==> src/rtl/usart_md_pkg.sv <==
package usart_md_pkg;
  localparam int MAX_BITS = 9;
  localparam int FRAME_W  = MAX_BITS + 2;

  typedef enum logic [2:0] {
    PAR_EVEN = 3'd0, PAR_ODD = 3'd1, PAR_ZERO = 3'd2, PAR_ONE = 3'd3, PAR_NONE = 3'd4
  } par_e;

  typedef enum logic [1:0] {
    CH_NORMAL = 2'd0, CH_ECHO = 2'd1, CH_LOCAL = 2'd2, CH_REMOTE = 2'd3
  } chan_e;

  typedef struct packed {
    logic       brk_tx;
    logic       tx_mark;
    logic       md;
    chan_e      chan;
    par_e       par;
    logic [2:0] len;
  } cfg_t;

  function automatic logic [3:0] char_bits(input logic [2:0] code);
    return (code > 3'd4) ? 4'd9 : 4'd5 + {1'b0, code};
  endfunction

  function automatic logic par_value(input logic [MAX_BITS-1:0] d,
                                     input logic [3:0] n, input par_e p);
    logic x;
    x = 1'b0;
    for (int i = 0; i < MAX_BITS; i++)
      if (i < int'(n)) x ^= d[i];
    case (p)
      PAR_EVEN: return x;
      PAR_ODD:  return ~x;
      PAR_ONE:  return 1'b1;
      default:  return 1'b0;
    endcase
  endfunction
endpackage

==> src/rtl/usart_md_baud.sv <==
module usart_md_baud #(
  parameter int DIV_W = 16
) (
  input  logic             clk,
  input  logic             rst,
  input  logic [DIV_W-1:0] div,
  output logic             tick
);
  logic [DIV_W-1:0] cnt;

  always_ff @(posedge clk) begin
    if (rst || div == '0) begin
      cnt  <= '0;
      tick <= 1'b0;
    end else if (cnt >= div - 1'b1) begin
      cnt  <= '0;
      tick <= 1'b1;
    end else begin
      cnt  <= cnt + 1'b1;
      tick <= 1'b0;
    end
  end

  p_tick_gap_r2: assert property (@(posedge clk) disable iff (rst)
    (tick && div > 1 && $stable(div)) |=> !tick);
endmodule

==> src/rtl/usart_md_tx.sv <==
module usart_md_tx
  import usart_md_pkg::*;
#(
  parameter int OSR = 16
) (
  input  logic                clk,
  input  logic                rst,
  input  logic                tick,
  input  logic                load,
  input  logic [MAX_BITS-1:0] data,
  input  logic [3:0]          nbits,
  input  logic                par_en,
  input  logic                par_bit,
  output logic                txd,
  output logic                busy
);
  localparam int OS_W = $clog2(OSR);

  logic [FRAME_W-1:0] frame, sh;
  logic [3:0]         left;
  logic [OS_W-1:0]    os;

  always_comb begin
    frame = '1;
    for (int i = 0; i < MAX_BITS; i++)
      if (i < int'(nbits)) frame[i] = data[i];
    if (par_en) frame[nbits] = par_bit;
  end

  always_ff @(posedge clk) begin
    if (rst) begin
      busy <= 1'b0;
      txd  <= 1'b1;
      sh   <= '1;
      left <= '0;
      os   <= '0;
    end else if (!busy) begin
      if (load) begin
        busy <= 1'b1;
        txd  <= 1'b0;
        sh   <= frame;
        left <= nbits + {3'd0, par_en} + 4'd1;
        os   <= '0;
      end
    end else if (tick) begin
      if (os == OS_W'(OSR - 1)) begin
        os <= '0;
        if (left == '0) begin
          busy <= 1'b0;
          txd  <= 1'b1;
        end else begin
          txd  <= sh[0];
          sh   <= {1'b1, sh[FRAME_W-1:1]};
          left <= left - 1'b1;
        end
      end else begin
        os <= os + 1'b1;
      end
    end
  end

  p_idle_line_high_r2: assert property (@(posedge clk) disable iff (rst)
    (busy && !$past(busy)) |-> !txd);
endmodule

==> src/rtl/usart_md_rx.sv <==
module usart_md_rx
  import usart_md_pkg::*;
#(
  parameter int OSR = 16
) (
  input  logic                clk,
  input  logic                rst,
  input  logic                tick,
  input  logic                line,
  input  logic [3:0]          nbits,
  input  logic                par_en,
  output logic                done,
  output logic                brk,
  output logic [MAX_BITS-1:0] data,
  output logic                pbit,
  output logic                stop_ok
);
  localparam int OS_W = $clog2(OSR);
  localparam int HALF = OSR / 2;

  typedef enum logic [2:0] {S_IDLE, S_START, S_BITS, S_EVAL, S_WAITHI} st_e;
  st_e                st;
  logic [FRAME_W-1:0] sh;
  logic [3:0]         idx, total;
  logic [OS_W-1:0]    os;
  logic [MAX_BITS-1:0] masked;

  assign total = nbits + {3'd0, par_en} + 4'd1;

  always_comb begin
    masked = '0;
    for (int i = 0; i < MAX_BITS; i++)
      if (i < int'(nbits)) masked[i] = sh[i];
  end

  always_ff @(posedge clk) begin
    if (rst) begin
      st <= S_IDLE; os <= '0; idx <= '0; sh <= '0;
      done <= 1'b0; brk <= 1'b0; data <= '0; pbit <= 1'b0; stop_ok <= 1'b1;
    end else begin
      done <= 1'b0;
      brk  <= 1'b0;
      case (st)
        S_IDLE: if (tick && !line) begin st <= S_START; os <= '0; end
        S_START: if (tick) begin
          if (os == OS_W'(HALF - 1)) begin
            os  <= '0;
            idx <= '0;
            st  <= line ? S_IDLE : S_BITS;
          end else os <= os + 1'b1;
        end
        S_BITS: if (tick) begin
          if (os == OS_W'(OSR - 1)) begin
            os      <= '0;
            sh[idx] <= line;
            if (idx == total - 1'b1) st <= S_EVAL;
            else idx <= idx + 1'b1;
          end else os <= os + 1'b1;
        end
        S_EVAL: begin
          data    <= masked;
          pbit    <= sh[nbits];
          stop_ok <= sh[total-1'b1];
          if (masked == '0 && !sh[total-1'b1]) begin
            brk <= 1'b1;
            st  <= S_WAITHI;
          end else begin
            done <= 1'b1;
            st   <= S_IDLE;
          end
        end
        default: if (line) st <= S_IDLE;
      endcase
    end
  end

  p_break_silent_r9: assert property (@(posedge clk) disable iff (rst)
    (st == S_WAITHI) |-> !done);
  p_one_event_r9: assert property (@(posedge clk) disable iff (rst)
    !(done && brk));
endmodule

==> src/rtl/usart_md.sv <==
module usart_md
  import usart_md_pkg::*;
#(
  parameter int BUS_W = 16,
  parameter int DIV_W = 16,
  parameter int OSR   = 16
) (
  input  logic             clk,
  input  logic             rst,
  input  logic             bus_wr,
  input  logic             bus_rd,
  input  logic [1:0]       bus_addr,
  input  logic [BUS_W-1:0] bus_wdata,
  output logic [BUS_W-1:0] bus_rdata,
  input  logic             rx_pin,
  output logic             tx_pin,
  output logic             rx_ready,
  output logic             tx_busy,
  output logic             irq
);
  localparam int CFG_W = $bits(cfg_t);

  cfg_t                cfg;
  logic [DIV_W-1:0]    div;
  logic                tick, txd, tx_line, rx_src, rx_s1, rx_s2;
  logic                par_en, rx_done, rx_brk, rx_pbit, rx_stop;
  logic [MAX_BITS-1:0] rx_word, rx_data;
  logic [3:0]          nbits;
  logic                rx_mark, par_err, frm_err, ovr_err, brk_flag;
  logic                tx_load, rd_data, clr_err;

  assign nbits   = char_bits(cfg.len);
  assign par_en  = cfg.md || (cfg.par < PAR_NONE);
  assign tx_load = bus_wr && bus_addr == 2'd2;
  assign rd_data = bus_rd && bus_addr == 2'd2;
  assign clr_err = bus_wr && bus_addr == 2'd3;
  assign tx_line = cfg.brk_tx ? 1'b0 : txd;

  always_comb begin
    case (cfg.chan)
      CH_LOCAL:  rx_src = tx_line;
      CH_REMOTE: rx_src = 1'b1;
      default:   rx_src = rx_pin;
    endcase
  end

  usart_md_baud #(.DIV_W(DIV_W)) u_baud (.clk(clk), .rst(rst), .div(div), .tick(tick));

  usart_md_tx #(.OSR(OSR)) u_tx (
    .clk(clk), .rst(rst), .tick(tick), .load(tx_load),
    .data(bus_wdata[MAX_BITS-1:0]), .nbits(nbits), .par_en(par_en),
    .par_bit(cfg.md ? cfg.tx_mark : par_value(bus_wdata[MAX_BITS-1:0], nbits, cfg.par)),
    .txd(txd), .busy(tx_busy));

  usart_md_rx #(.OSR(OSR)) u_rx (
    .clk(clk), .rst(rst), .tick(tick), .line(rx_s2), .nbits(nbits), .par_en(par_en),
    .done(rx_done), .brk(rx_brk), .data(rx_word), .pbit(rx_pbit), .stop_ok(rx_stop));

  always_ff @(posedge clk) begin
    if (rst) begin
      cfg <= '0; div <= '0; rx_s1 <= 1'b1; rx_s2 <= 1'b1; tx_pin <= 1'b1;
      rx_ready <= 1'b0; rx_data <= '0; rx_mark <= 1'b0;
      par_err <= 1'b0; frm_err <= 1'b0; ovr_err <= 1'b0; brk_flag <= 1'b0;
      bus_rdata <= '0; irq <= 1'b0;
    end else begin
      rx_s1 <= rx_src;
      rx_s2 <= rx_s1;
      case (cfg.chan)
        CH_ECHO, CH_REMOTE: tx_pin <= rx_pin;
        CH_LOCAL:           tx_pin <= 1'b1;
        default:            tx_pin <= tx_line;
      endcase
      if (bus_wr && bus_addr == 2'd0) cfg <= cfg_t'(bus_wdata[CFG_W-1:0]);
      if (bus_wr && bus_addr == 2'd1) div <= bus_wdata[DIV_W-1:0];
      if (rd_data) rx_ready <= 1'b0;
      if (clr_err) begin
        par_err <= 1'b0; frm_err <= 1'b0; ovr_err <= 1'b0; brk_flag <= 1'b0;
      end
      if (rx_brk) brk_flag <= 1'b1;
      if (rx_done) begin
        rx_ready <= 1'b1;
        rx_data  <= rx_word;
        rx_mark  <= cfg.md && rx_pbit;
        if (rx_ready && !rd_data) ovr_err <= 1'b1;
        if (!rx_stop) frm_err <= 1'b1;
        if (!cfg.md && cfg.par < PAR_NONE && rx_pbit != par_value(rx_word, nbits, cfg.par))
          par_err <= 1'b1;
      end
      irq <= rx_ready | par_err | frm_err | ovr_err | brk_flag;
      if (bus_rd) begin
        case (bus_addr)
          2'd0:    bus_rdata <= BUS_W'(cfg);
          2'd1:    bus_rdata <= BUS_W'(div);
          2'd2:    bus_rdata <= BUS_W'(rx_data);
          default: bus_rdata <= BUS_W'({brk_flag, ovr_err, frm_err, par_err,
                                        rx_mark, tx_busy, rx_ready});
        endcase
      end
    end
  end

  p_local_quiet_r11: assert property (@(posedge clk) disable iff (rst)
    (cfg.chan == CH_LOCAL) |=> tx_pin);
  p_break_low_r8: assert property (@(posedge clk) disable iff (rst)
    (cfg.chan == CH_NORMAL && cfg.brk_tx) |=> !tx_pin);
  p_ovr_with_ready_r7: assert property (@(posedge clk) disable iff (rst)
    $rose(ovr_err) |-> rx_ready);
  p_read_clears_r4: assert property (@(posedge clk) disable iff (rst)
    (rd_data && !rx_done) |=> !rx_ready);
  p_remote_deaf_r13: assert property (@(posedge clk) disable iff (rst)
    (cfg.chan == CH_REMOTE && $past(cfg.chan) == CH_REMOTE && rx_s2) |=> rx_s2);
endmodule

==> config.mk <==
export PLATFORM = sky130hd
export DESIGN_NAME = usart_md
export DESIGN_NICKNAME = d
export VERILOG_FILES = /design/src/rtl/usart_md_pkg.sv /design/src/rtl/usart_md_baud.sv /design/src/rtl/usart_md_tx.sv /design/src/rtl/usart_md_rx.sv /design/src/rtl/usart_md.sv
export SDC_FILE = /design/constraint.sdc
export NUM_CORES = 1
export LEC_CHECK = 0
export BUFFER_PORTS_ARGS = -buffer_cell sky130_fd_sc_hd__buf_2
export CAP_MARGIN = 20
export CORE_MARGIN = 5
export CORE_UTILIZATION = 31
export CTS_BUF_LIST = sky130_fd_sc_hd__clkbuf_4 sky130_fd_sc_hd__clkbuf_8
export DETAILED_ROUTE_END_ITERATION = 10
export GPL_TIMING_DRIVEN = 0
export SYNTH_ARGS = -nofsm -noshare
export SYNTH_HDL_FRONTEND = slang
export SYNTH_SLANG_ARGS = --single-unit
export TNS_END_PERCENT = 1
==> constraint.sdc <==
create_clock -name clk -period 3.6 [get_ports clk]
set_clock_uncertainty 0.1 [all_clocks]
set_input_delay 0 -clock clk [delete_from_list [all_inputs] [get_ports clk]]
set_output_delay 0 -clock clk [all_outputs]
set_load 0.005 [all_outputs]
After elaboration in Yosys (flattened, before gate mapping)

Index checks and enable logic that the tools add are counted.

Output and inout bits: 20
Bits of input ports: 23
Word-level logic and storage cells: 289
Bits in registers: 135

Eq/ne operators: 26
Mux-type cells: 137
Add/subtract/negate cells: 10
Bitwise operators: 23
Magnitude comparators: 17
Reduce and logical (&&, ||, !) cells: 41

Operators with widths:

| operator                | number |
|---|---|
| $mux W1                 | 88 |
| $mux W4                 | 20 |
| $mux W11                | 6 |
| $pmux W16 S3            | 1 |
| $mux W3                 | 8 |
| $bwmux W11              | 2 |
| $add A16 B1 Y16 const B | 1 |
| $add A4 B1 Y4 const B   | 4 |
| $ge A16 B16 Y1          | 1 |
| $logic_not A16 Y1       | 1 |
| $lt A3 B4 Y1 const A    | 4 |
| $sub A16 B1 Y16 const B | 1 |
| $xor A1 B1 Y1           | 16 |
| $lt A4 B5 Y1 const B    | 3 |
| $logic_and A1 B1 Y1     | 13 |
| $ne A2 B2 Y1 const B    | 6 |
| $pmux W3 S4             | 1 |
| $pmux W4 S3             | 1 |
| $eq A3 B2 Y1 const B    | 3 |
| $logic_not A9 Y1        | 1 |
| $bmux W1 S4             | 2 |
| $demux W1 S4            | 2 |
| $eq A2 B2 Y1 const B    | 4 |
| $eq A4 B4 Y1 const B    | 2 |
| other kinds (35)        | 63 |

Logic depth before layout (Yosys ltp)

Word-level depth: 46
Mapped depth: 17
Gate-level depth less buffers: 16

Cells and area by module

From an unflattened synthesis, not the netlist that was laid out.

Cell total of the unflattened synthesis: 918
Area total of the unflattened synthesis: 7800.0 µm²

Modules (own cells, without submodules):

| module        | cells each | instances | sequential area each (µm²) | area each (µm²) |
|---|---|---|---|---|
| usart_md      | 351        | 1         | 1241.2                     | 3060.4 |
| usart_md_rx   | 253        | 1         | 700.7                      | 2074.5 |
| usart_md_baud | 154        | 1         | 340.3                      | 1395.1 |
| usart_md_tx   | 160        | 1         | 420.4                      | 1270.0 |

Least setup slack after synthesis

OpenSTA, ideal clock, no wires.

Kind: reg-to-reg
Start: register cfg[0] in the netlist's numbering
End: register u_rx.idx[2]
Path buffers: 2
Data required time: 3.438 ns
Slack: 0.133 ns
Arrival time: 3.304 ns
Period minus slack after synthesis: 3.467 ns
Setup time: 0.062 ns
Stages on the path, launching flop included: 18
Cells stage by stage: dfxtp_1 -> buf_6 -> inv_1 -> ha_1 -> buf_2 -> nand2_1 -> inv_1 -> ha_1 -> inv_1 -> ha_1 -> inv_1 -> xnor3_1 -> xor2_1 -> and4_4 -> nor2_4 -> nand2_1 -> or4_1 -> nand3_1

Longest elaborated chain between the ends: 8
Elaborated cells between the ends (all ways): 9
Those cells by class: add/sub: 4; order compare: 1; eq/ne: 2; mux: 1; reduce/logical: 1

Ends and longest elaborated chain:

| item                                          | RTL line           | text |
|---|---|---|
| start, declared                               | usart_md.sv:23     | `cfg_t cfg;` |
| start signal, assigned                        | usart_md.sv:73     | `if (bus_wr && bus_addr == 2'd0) cfg <= cfg_t'(bus_wdata[CFG_W-1:0]);` |
| $add A3 B3 Y4 or $gt A3 B3 Y1 (tied branches) | usart_md_pkg.sv:23 | `return (code > 3'd4) ? 4'd9 : 4'd5 + {1'b0, code};` |
| $mux W4 *                                     | usart_md_pkg.sv:23 |  |
| $add A4 B1 Y4 * (2 in series)                 | usart_md_rx.sv:28  | `assign total = nbits + {3'd0, par_en} + 4'd1;` |
| $sub A4 B1 Y4 *                               | usart_md_rx.sv:56  | `if (idx == total - 1'b1) st <= S_EVAL;` |
| $eq A4 B4 Y1 *                                | usart_md_rx.sv:56  |  |
| $ne A2 B2 Y1 (no source line) *               | --                 |  |
| $reduce_and A6 Y1 (no source line) *          | --                 |  |
| end signal, assigned                          | usart_md_rx.sv:57  | `else idx <= idx + 1'b1;` |
| end, declared                                 | usart_md_rx.sv:24  | `logic [3:0] idx, total;` |

Every way passes the cells marked *; elsewhere a longest branch is shown, timed or not.
A chain may end at the register's enable or synchronous reset.

Worst setup path in the final report

Start: register div[2]
End: register u_baud.cnt[9]

Longest elaborated chain between the ends: 3
Elaborated cells between the ends (all ways): 5
Those cells by class: add/sub: 1; order compare: 1; reduce/logical: 3

Ends and longest elaborated chain:

| item                                                 | RTL line                                 | text |
|---|---|---|
| start, declared                                      | usart_md.sv:24                           | `logic [DIV_W-1:0] div;` |
| start signal, assigned                               | usart_md.sv:74                           | `if (bus_wr && bus_addr == 2'd1) div <= bus_wdata[DIV_W-1:0];` |
| $sub A16 B1 Y16 or $logic_not A16 Y1 (tied branches) | usart_md_baud.sv:15, usart_md_baud.sv:12 |  |
| $ge A16 B16 Y1 or $logic_or A1 B1 Y1 (tied branches) | usart_md_baud.sv:15, usart_md_baud.sv:12 |  |
| $reduce_or A2 Y1 (no source line) *                  | --                                       |  |
| end signal, assigned                                 | usart_md_baud.sv:19                      | `cnt <= cnt + 1'b1;` |
| end, declared                                        | usart_md_baud.sv:9                       | `logic [DIV_W-1:0] cnt;` |

Marks and branches as above.

==> out/metrics.yaml <==
status: "finished, final reports clean"
seq_area_sq_mm: 0.00271
seq_area_frac_synth_pct: 35.9
ys_ff_latch: 135
synth.avg_cell_area_sq_um: 8.30
clock_latency_ns: 0.47
drc: 0
drive_gt1_share_pct: 13.3
vias: 6778
overflow: 0
synth_top_family_by_area: "simple AND/OR/NAND/NOR gates"
reg2reg_to: "u_baud.cnt[9]"
synth_fa_ha_area_share_pct: 4.98
synthSimpleGateAreaFrac_pct: 25.6
syn_to_final_growth_pct: 18.1
cp-endpoint: "u_baud.cnt[9]"
worstPathRequired_ns: 3.91
synth_compound_area_share_pct: 14.6
crit_type: "register to register"
startpoint: "div[2]"
startpoint_type: "register"
slew_violations: 0
setup_viol: 0
wl_per_cell_um: 16.8
cts_tree: "built"
hold_viol_final: 0
routed_wl_um: 22400
grt_max_degree: 17
nets: 1049
synthTopCellsByArea: "dfxtp_1 36%, nand2_1 6.3%, a21oi_1 5.2%, ha_1 5.0%, nor2_1 5.0%"
die_area_sq_mm: 0.0275
multi_input_area_sq_mm: 0.00463
synth_area_sq_mm: 0.00754
r2r_cells: 11
cts_made_buffers: 17
clkSlewWorstSetupHoldPaths_ns: 0.09
synth_top_area_cell: "dfxtp_1"
power.density_mw_per_mm2: 368
num_antenna_cells: 0
tightest_slew_ns: 0.793
ys.warnings.count: 0
root_buffer: "clkbuf_8"
p_leak_uw: 0.00343
synth.mux.area_fraction_pct: 7.87
die_h_um: 166
hold_class: "primary input to register"
synth-xor-area-share_pct: 7.24
start_util_pct: 31.3
max_freq_mhz: 294
grt_pass1_wl_um: 35800
io_pins: 43
preCtsSetupSlack_ns: -0.243
drtIter0Drc: 523
synth_top_area_share_pct: 35.9
rr_startpoint: "div[2]"
max_cap_viol_count: 0
core_sq_mm: 0.0241
grtUsageTotal_pct: 16.1
final_util_pct: 36.9
viasPerCell: 5.08
synth_ff_type: "dfxtp_1"
vdd_drop_max_mv: 0.180
core.rowCount: 57
nFillCells: 2528
first_pass_iters: 4
netlist_instances: 908
antenna_left: 0
endpoint_kind: "register"
r2r_setup_slack_ns: 0.20
finalCritPeriodShare_pct: 94.5
worstPathMaxFanout: 10
chipWidth_um: 166
io_buffers: 41
syn_nets: 961
synth-async-reset-ratio_pct: 0
cp.arrival_ns: 3.71
numClockSinks: 135
place.gp.congestion: 0.898
ctsLongestPathBuffers: 2
synth_cell_type_count: 73
antenna_found_initial: 0
dpl.hpwl_um: 16600
min_period_ns: 3.40
grt_pass1_vias: 6348
synth_edf_count: 0
htreeDepth: 4
slew_headroom_pct: 47.1
rsz0062_at_grt: "false"
fin_ws_ns: 0.198
[worst min path at each step]
stage	start	endpoint	slack (ns)	cells past startpoint
after floorplan	bus_wdata[1]	cfg[1]	0.04	2
after global placement	bus_wdata[14]	div[14]	0.14	3
after detailed placement	bus_wdata[13]	div[13]	0.15	3
after CTS	bus_addr[0]	bus_rdata[11]	0.19	4
after global routing	bus_wdata[11]	div[11]	0.22	4
final	bus_addr[0]	bus_rdata[11]	0.20	4
[routing by layer]
metal / global-route usage, % / part of all wire, % / vias up
met4: 4.09 / 1.4 / 0
met1: 21.3 / 45 / 3191
met5: 0 / 0 / -
met2: 26.4 / 47 / 198
li1: - / - / 3363
met3: 4.36 / 6.2 / 26
[sequential cells by signal, summed over array words and instances, names as in the netlist, 3 cells and up]
register,count
bus_rdata,16
div,16
u_baud.cnt,16
cfg,11
u_rx.sh,11
u_tx.sh,11
rx_data,9
u_rx.data,9
u_rx.idx,4
u_rx.os,4
u_tx.left,4
u_tx.os,4
u_rx.st,3
[layout by cell type, fill, tap and decap left out, types with 5 or more instances in the layout]
master and count:
a211oi_1 9, a21o_1 9, a21oi_1 78, a31oi_1 8, and3_1 16, buf_1 7, buf_2 41, buf_4 9
buf_6 5, clkbuf_1 32, clkbuf_8 19, clkinv_4 5, dfxtp_1 132, dlygate4sd3_1 22, ha_1 29, inv_1 22
mux2i_1 33, mux4_2 9, nand2_1 125, nand2b_1 20, nand3_1 44, nand4_1 5, nor2_1 100, nor2b_1 17
nor3_1 25, nor3b_1 5, nor4_1 5, o21ai_0 24, o21ai_1 5, o31ai_1 5, or3_1 8, xnor2_1 27
xor2_1 17
[report_power, final]
| part | switching (uW) | internal (uW) | total, uW |
|---|---|---|---|
| Sequential | 30.1 | 1520 | 1550 |
| Combinational | 301 | 215 | 517 |
| Clock | 679 | 534 | 1210 |
[stage by stage]
stage | total power, uW | hold slack (ns) | cells | cell area (sq um) | setup TNS (ns)
after global routing | 3420 | 0.220 | 1333 | 8900 | 0
after detailed placement | 2050 | 0.151 | 1273 | 8150 | -2.71
after CTS | 3290 | 0.190 | 1327 | 8780 | 0
after global placement | 2050 | 0.144 | 1273 | 8150 | -2.43
final | 3280 | 0.196 | 1333 | 8900 | 0
after floorplan | 1910 | 0.0360 | 908 | 7540 | 0
[Yosys cell counts (3+ instances only)]
cell      number
dfxtp_1      135
nand2_1      126
nor2_1       100
a21oi_1       79
nand3_1       44
clkbuf_1      33
mux2i_1       33
ha_1          30
xnor2_1       27
nor3_1        25
o21ai_0       24
inv_1         22
nand2b_1      20
nor2b_1       17
xor2_1        17
and3_1        16
a211oi_1       9
a21o_1         9
mux4_2         9
a31oi_1        8
or3_1          8
buf_1          7
nor4_1         7
nand4_1        5
nor3b_1        5
o21ai_1        5
o31ai_1        5
a211o_1        4
a22oi_1        4
and2_1         4
buf_6          4
o22ai_1        4
or2_2          4
a32oi_1        3
a41oi_1        3
nand3b_1       3
o21bai_1       3
or4_1          3
xnor2_4        3
[cell families after synthesis]
logic type	Yosys count
AO/OA/AOI/OAI	178
XOR/XNOR	51
AND/OR/NAND/NOR	400
flip-flops	135
buffers and inverters	69
multiplexers	45
adder cells (fa/ha/maj)	30
[timing repair]
item | in CTS | in global routing
setup endpoints to repair | 20 | 19
hold buffers | 22 | 0
resized for setup | 9 | 15
buffers inserted | 1 | 6
pin swaps | 1 | 2
endpoints found under the hold margin | 56 | 0
[critical path, cell delays in order, from the launching register on]
cell       delay [ns]
dfxtp_2          0.36
or3_1            0.40
or3b_4           0.42
or4_4            0.47
nor4_4           0.16
xnor2_1          0.15
ha_1             0.28
a2111oi_4        0.36
o211a_1          0.24
o21ai_4          0.09
buf_4            0.20
nor2_1           0.11
[layout make-up]
cell class | instances | share of cell area (%)
Clock inverter | 13 | 1.28
Tap cell | 324 | 4.56
Buffer | 46 | 2.45
Sequential cell | 135 | 30.4
Inverter | 22 | 0.928
Clock buffer | 19 | 2.94
Multi-Input combinational cell | 704 | 52.1
Timing Repair Buffer | 70 | 5.37
No activity file was read; power rests on OpenSTA's default activity.
